File: src/rtl/pswake_pkg.sv
package pswake_pkg;
  typedef enum logic [1:0] {
    PS_SLEEP = 2'd0,
    PS_BCN   = 2'd1,
    PS_CAB   = 2'd2,
    PS_HOLD  = 2'd3
  } ps_state_e;
endpackage

File: src/rtl/pswake_sched.sv
module pswake_sched #(
  parameter int TW      = 32,
  parameter int PW      = 16,
  parameter int SLOP_TU = 3
) (
  input  logic          clk,
  input  logic          rst_n,
  input  logic          load,
  input  logic [TW-1:0] load_tu,
  input  logic [PW-1:0] period_tu,
  input  logic          adv,
  input  logic [TW-1:0] now,
  output logic          hit
);
  localparam logic [TW-1:0] SLOP8 = TW'(SLOP_TU * 8);
  localparam int PADW = TW - PW - 3;

  logic [TW-1:0] wake_q;
  logic [TW-1:0] step_q;
  logic          armed_q;
  logic [TW-1:0] diff;

  assign diff = now - wake_q;
  assign hit  = armed_q && !diff[TW-1];

  always_ff @(posedge clk or negedge rst_n) begin
    if (!rst_n) begin
      wake_q  <= '0;
      step_q  <= '0;
      armed_q <= 1'b0;
    end else if (load) begin
      wake_q  <= {load_tu[TW-4:0], 3'b000} - SLOP8;
      step_q  <= {{PADW{1'b0}}, period_tu, 3'b000};
      armed_q <= 1'b1;
    end else if (adv) begin
      wake_q  <= wake_q + step_q;
    end
  end


  advance_step_chk: assert property (@(posedge clk) disable iff (!rst_n)
    (adv && !load) |=> (wake_q == $past(wake_q) + $past(step_q)));


  armed_keep_chk: assert property (@(posedge clk) disable iff (!rst_n)
    armed_q |=> armed_q);
endmodule

File: src/rtl/pswake_window.sv
module pswake_window #(
  parameter int TW = 32
) (
  input  logic          clk,
  input  logic          rst_n,
  input  logic          restart,
  input  logic [TW-1:0] now,
  input  logic [TW-1:0] limit,
  output logic          expired
);
  logic [TW-1:0] start_q;

  always_ff @(posedge clk or negedge rst_n) begin
    if (!rst_n)       start_q <= '0;
    else if (restart) start_q <= now;
  end

  assign expired = (now - start_q) >= limit;
endmodule

File: src/rtl/pswake_ctrl.sv
module pswake_ctrl
  import pswake_pkg::*;
#(
  parameter int TW        = 32,
  parameter int PW        = 16,
  parameter int SLOP_TU   = 3,
  parameter int BCN_TO_TU = 10,
  parameter int CAB_TO_TU = 10
) (
  input  logic          clk,
  input  logic          rst_n,
  input  logic [TW-1:0] now_i,
  input  logic          cfg_load,
  input  logic [TW-1:0] cfg_tim_tu,
  input  logic [TW-1:0] cfg_dtim_tu,
  input  logic [PW-1:0] cfg_tim_per,
  input  logic [PW-1:0] cfg_dtim_per,
  input  logic          cfg_en,
  input  logic          cfg_assume_dtim,
  input  logic          beacon_rx,
  input  logic          more_bcast,
  input  logic          sleep_cmd,
  output logic          awake,
  output logic          why_tim,
  output logic          why_dtim,
  output logic          cab_wait
);
  localparam int NSCH = 2;
  localparam logic [TW-1:0] BCN_LIM = TW'(BCN_TO_TU * 8);
  localparam logic [TW-1:0] CAB_LIM = TW'(CAB_TO_TU * 8);

  ps_state_e st_q, st_d;
  logic why_t_q, why_d_q;

  logic [TW-1:0] ld_tu  [NSCH];
  logic [PW-1:0] ld_per [NSCH];
  logic [NSCH-1:0] hit, adv;
  logic align, wake_go, to_cab, restart, win_expired;
  logic [TW-1:0] win_limit;

  // slot 0: ordinary-beacon schedule, slot 1: delivery-beacon schedule
  assign align     = (cfg_tim_per == cfg_dtim_per);
  assign ld_tu[0]  = align ? cfg_dtim_tu : cfg_tim_tu;
  assign ld_tu[1]  = cfg_dtim_tu;
  assign ld_per[0] = cfg_tim_per;
  assign ld_per[1] = cfg_dtim_per;

  generate
    for (genvar g = 0; g < NSCH; g++) begin : g_sched
      pswake_sched #(.TW(TW), .PW(PW), .SLOP_TU(SLOP_TU)) u_sched (
        .clk       (clk),
        .rst_n     (rst_n),
        .load      (cfg_load),
        .load_tu   (ld_tu[g]),
        .period_tu (ld_per[g]),
        .adv       (adv[g]),
        .now       (now_i),
        .hit       (hit[g])
      );
    end
  endgenerate

  assign adv     = cfg_en ? hit : '0;
  assign wake_go = (st_q == PS_SLEEP) && (|adv);
  assign to_cab  = more_bcast || (why_d_q && cfg_assume_dtim);
  assign restart = wake_go
                || ((st_q == PS_BCN) && beacon_rx && to_cab)
                || ((st_q == PS_CAB) && more_bcast);
  assign win_limit = (st_q == PS_CAB) ? CAB_LIM : BCN_LIM;

  pswake_window #(.TW(TW)) u_window (
    .clk     (clk),
    .rst_n   (rst_n),
    .restart (restart),
    .now     (now_i),
    .limit   (win_limit),
    .expired (win_expired)
  );

  always_comb begin
    st_d = st_q;
    if (!cfg_en) begin
      st_d = PS_SLEEP;
    end else begin
      unique case (st_q)
        PS_SLEEP: if (wake_go) st_d = PS_BCN;
        PS_BCN: begin
          if (beacon_rx)        st_d = to_cab ? PS_CAB : PS_HOLD;
          else if (win_expired) st_d = PS_SLEEP;
        end
        PS_CAB:  if (!more_bcast && win_expired) st_d = PS_SLEEP;
        PS_HOLD: if (sleep_cmd) st_d = PS_SLEEP;
        default: st_d = PS_SLEEP;
      endcase
    end
  end

  always_ff @(posedge clk or negedge rst_n) begin
    if (!rst_n) begin
      st_q    <= PS_SLEEP;
      why_t_q <= 1'b0;
      why_d_q <= 1'b0;
    end else begin
      st_q <= st_d;
      if (st_d == PS_SLEEP) begin
        why_t_q <= 1'b0;
        why_d_q <= 1'b0;
      end else if (wake_go) begin
        why_t_q <= adv[0];
        why_d_q <= adv[1];
      end
    end
  end

  assign awake    = (st_q != PS_SLEEP);
  assign why_tim  = why_t_q;
  assign why_dtim = why_d_q;
  assign cab_wait = (st_q == PS_CAB);


  hold_stays_chk: assert property (@(posedge clk) disable iff (!rst_n)
    (st_q == PS_HOLD && cfg_en && !sleep_cmd) |=> (st_q == PS_HOLD));


  bcn_timeout_chk: assert property (@(posedge clk) disable iff (!rst_n)
    (st_q == PS_BCN && cfg_en && !beacon_rx && win_expired) |=> !awake);


  cab_extend_chk: assert property (@(posedge clk) disable iff (!rst_n)
    (st_q == PS_CAB && cfg_en && more_bcast) |=> cab_wait);


  disable_sleep_chk: assert property (@(posedge clk) disable iff (!rst_n)
    !cfg_en |=> (!awake && !why_tim && !why_dtim));


  reason_idle_chk: assert property (@(posedge clk) disable iff (!rst_n)
    !awake |-> !(why_tim || why_dtim));


  reason_on_wake_chk: assert property (@(posedge clk) disable iff (!rst_n)
    $rose(awake) |-> (why_tim || why_dtim));
endmodule

File: config.mk
export PLATFORM = sky130hd
export DESIGN_NAME = pswake_ctrl
export DESIGN_NICKNAME = d
export VERILOG_FILES = /design/src/rtl/pswake_pkg.sv /design/src/rtl/pswake_sched.sv /design/src/rtl/pswake_window.sv /design/src/rtl/pswake_ctrl.sv
export SDC_FILE = /design/constraint.sdc
export NUM_CORES = 1
export LEC_CHECK = 0
export ABC_CLOCK_PERIOD_IN_PS = 4400
export CAP_MARGIN = 10
export CORE_MARGIN = 4
export CORE_UTILIZATION = 50
export CTS_CLUSTER_DIAMETER = 50
export CTS_CLUSTER_SIZE = 12
export DETAILED_ROUTE_END_ITERATION = 8
export DONT_BUFFER_PORTS = 1
export PLACE_DENSITY_LB_ADDON = 0.08
export SYNTH_ARGS = -nofsm -noshare
export SYNTH_HDL_FRONTEND = slang
export SYNTH_SLANG_ARGS = --single-unit
export TNS_END_PERCENT = 30
File: constraint.sdc
create_clock -name clk -period 4.4 [get_ports clk]
set_input_delay 0 -clock clk [delete_from_list [all_inputs] [get_ports clk]]
set_output_delay 0 -clock clk [all_outputs]
set_load 0.01 [all_outputs]
==> results.json <==
{
  "die_x_um": 164,
  "final_nets": 1831,
  "drt-total-wl_mm": 36.8,
  "vias": 11400,
  "yosys.area_share.adder_pct": 12.9,
  "p_leak_uw": 0.00644,
  "critPathRequiredTime_ps": 4760,
  "antenna_found_initial": 0,
  "yosys_warnings": 0,
  "cts.clk_slew.worst_paths_ps": 70,
  "grt_overflow_total": 0,
  "maxSlewViolCount": 0,
  "syn_nets": 1707,
  "area_growth_pct": 19.5,
  "synth_mux_area_share_pct": 8.69,
  "dieArea_sq_um": 27100,
  "grt_pass1_wl_mm": 59.0,
  "hpwlAfterDp_mm": 26.8,
  "max_cap_violations": 0,
  "worst_path_most_repeated_cell": "a2111o_1",
  "cts.sinks": 127,
  "firstDrtPassIters": 6,
  "async_flop_share_pct": 100,
  "r2r-end": "st_q[0]",
  "tightestPinTransition_ps": 1010,
  "portBuffers": 0,
  "rsz0062_at_grt": "no",
  "gr-usage-all-layers_pct": 27.4,
  "numCtsBuffers": 17,
  "synthesis.area_sq_um": 12200,
  "use_met1_pct": 40.0,
  "status": "completed",
  "grt_pass1_vias": 11200,
  "cp_data_arrival_time_ps": 4570,
  "setup_violations": 0,
  "critPathLaunch": "u_window.start_q[0]",
  "ir_worst_vdd_mv": 0.310,
  "drc": 0,
  "gr-max-usage-layer": "met2",
  "crit_chain": "ha_1, inv_1, fa_1, a21o_1, a211o_1, and3_4, or3_1, a2111o_1, a2111o_1, nor4_2, nand4_1, o21ai_0, dlygate4sd3_1",
  "ff2ff_path_depth": 13,
  "ys_seq_area_share_pct": 26.0,
  "root_buffer": "clkbuf_16",
  "synth_compound_area_share_pct": 21.4,
  "via_per_inst": 5.95,
  "relSlewSlack_pct": 31.5,
  "start_util_pct": 50.6,
  "timing.reg2reg.setup_slack_ps": 200,
  "cts_tree": "done",
  "synth.distinct_cells": 79,
  "fin_crit_ps": 4200,
  "path_class": "reg -> reg",
  "synth.ff_latch_count": 127,
  "skew_ps": 23.3,
  "synth_ff_type": "dfrtp_1",
  "drive_gt1_share_pct": 8.84,
  "synth_top_family_by_area": "compound AO/OA/AOI/OAI gates",
  "diodes": 0,
  "drt-initial-drc-count": 888,
  "io_pins": 140,
  "power_density_nw_per_um2": 445,
  "h-tree-depth": 4,
  "fin_crit_sh_pct": 95.5,
  "hold_viol": 0,
  "routedWlPerCell_um": 19.3,
  "min_path_type": "in -> reg",
  "ant_nets": 0,
  "critPathMaxStageDelay_ps": 560,
  "setup_ws_ps": 197,
  "place_worst_setup_slack_ps": 524,
  "gp_congestion": 0.877,
  "grt_max_degree": 128,
  "tns_ps": 0,
  "layout.cells.non_filler": 1908,
  "cp-start-kind": "flip-flop",
  "synth-edff-count": 0,
  "grtUsageMet2_pct": 43.4,
  "crit_end": "st_q[0]",
  "die_y_um": 164,
  "end_kind": "flip-flop",
  "clock_path_buffers": 2,
  "crit_path_max_fanout": 5,
  "syn_inst": 1447,
  "met3_usage_pct": 3.44,
  "coreArea_sq_um": 24200,
  "placementRows": 57,
  "crit_path_top_delay_cell": "dlygate4sd3_1",
  "synth_simple_gate_area_share_pct": 17.4,
  "reg2reg_from": "u_window.start_q[0]",
  "placed_cells": 1734,
  "clk_latency_ps": 430,
  "synth_xor_area_share_pct": 8.37,
  "syn_avg_cell_area_sq_um": 8.46,
  "fmax_mhz": 238
}
==> cell usage in the layout, fill, tap and decap left out, drive strengths merged, types with 12 or more instances in the layout <==
cell,count
ha,121
clkbuf,19
a211oi,31
nand2b,13
a21o,31
inv,119
and3,12
a31oi,19
nor4,24
mux2,66
nor2,97
xnor2,56
o211ai,25
xor2,61
o21a,28
o21ai,84
dlygate4sd3,139
mux2i,32
nand4,22
dfrtp,127
nor3,51
or3,12
nand3,23
nand2,103
buf,13
a21oi,104
==> state kept, by name, indices dropped and copies added, names as in the netlist <==
signal	count
g_sched.u_sched.wake_q	58
g_sched.u_sched.step_q	32
u_window.start_q	32
st_q	2
g_sched.u_sched.armed_q	1
why_dtim	1
why_tim	1
==> Yosys cell counts (6+ instances only) <==
| library cell | instances | area share, % |
|---|---|---|
| a2111oi_0 | 8 | 0.57 |
| a211oi_1 | 31 | 1.9 |
| a21boi_0 | 6 | 0.37 |
| a21o_1 | 29 | 1.8 |
| a21oi_1 | 104 | 4.3 |
| a31oi_1 | 19 | 0.97 |
| and3_1 | 9 | 0.46 |
| clkbuf_1 | 35 | 1.1 |
| dfrtp_1 | 127 | 26 |
| ha_1 | 121 | 12 |
| inv_1 | 113 | 3.5 |
| mux2_2 | 65 | 6.0 |
| mux2i_1 | 32 | 2.6 |
| nand2_1 | 103 | 3.2 |
| nand2b_1 | 13 | 0.66 |
| nand3_1 | 23 | 0.94 |
| nand4_1 | 21 | 1.1 |
| nor2_1 | 96 | 2.9 |
| nor2b_1 | 9 | 0.46 |
| nor3_1 | 49 | 2.0 |
| nor3b_1 | 6 | 0.37 |
| nor4_1 | 23 | 1.2 |
| nor4b_1 | 7 | 0.50 |
| o2111ai_1 | 8 | 0.57 |
| o211ai_1 | 25 | 1.5 |
| o21a_1 | 28 | 1.7 |
| o21ai_0 | 83 | 3.4 |
| o22ai_1 | 7 | 0.36 |
| o31a_1 | 6 | 0.43 |
| or2_2 | 8 | 0.41 |
| or3_1 | 12 | 0.61 |
| xnor2_1 | 56 | 4.0 |
| xor2_1 | 61 | 4.4 |
==> worst max-delay path, delay by kind of cell (launching register included) <==
kind,cells,cell delay [ps]
AND/OR/NAND/NOR,4,1130
buffers and inverters,2,620
flip-flops,1,340
AO/OA/AOI/OAI,5,1540
adder cells (fa/ha/maj),2,520
==> cells by family after synthesis <==
| family | Yosys count |
|---|---|
| compound gates | 403 |
| xor+xnor | 117 |
| fa+ha+maj | 124 |
| buf+inv | 161 |
| flops | 127 |
| mux | 98 |
| simple gates | 417 |
==> routing by layer <==
layer	vias up	routed length [um]
li1	5575	-
met1	5400	17800
met2	334	16500
met3	43	1890
met4	0	520
met5	-	0
==> per-stage QoR <==
step	hold slack (ps)	area [sq um]	power [uW]	util, %
global route	48.6	14600	6990	60.5
detailed placement	-292	12500	4700	51.7
finish	28.6	14600	6500	60.5
CTS	9.06	14600	6470	60.4
floorplan	-296	12200	4090	-
global placement	-292	12500	4660	51.7
==> power by group <==
group	leakage, uW	switching (uW)	internal, uW
registers	0.00149	173	1430
clock network	0.000314	587	993
logic	0.00464	1880	1440
==> worst min-delay path by stage <==
stage	from	endpoint	slack, ps	depth (start not counted)
3_3_place_gp	rst_n	u_window.start_q[24]	-290	0
5_1_grt	cfg_dtim_tu[10]	g_sched[1].u_sched.wake_q[14]	50	3
6_report	cfg_dtim_tu[18]	g_sched[1].u_sched.wake_q[22]	30	5
2_1_floorplan	rst_n	g_sched[0].u_sched.step_q[10]	-300	0
3_5_place_dp	rst_n	u_window.start_q[24]	-290	0
4_1_cts	cfg_dtim_tu[14]	g_sched[0].u_sched.wake_q[21]	9	5
==> final cells by class <==
type | instances | area [sq um]
fillers | 2147 | 9540
multi-input cells | 1159 | 8440
flip-flops and latches | 127 | 3180
repair buffers | 152 | 1530
clock buffers | 19 | 453
inverters | 114 | 428
well taps | 324 | 405
clock inverters | 13 | 199
==> repair_timing <==
| item | in CTS | in global routing |
|---|---|---|
| resized for setup | 0 | 4 |
| buffers inserted | 0 | 1 |
| setup endpoints to repair | 0 | 2 |
| hold buffers | 141 | 0 |
| endpoints found under the hold margin | 254 | 0 |
No activity file was read; power rests on OpenSTA's default activity.
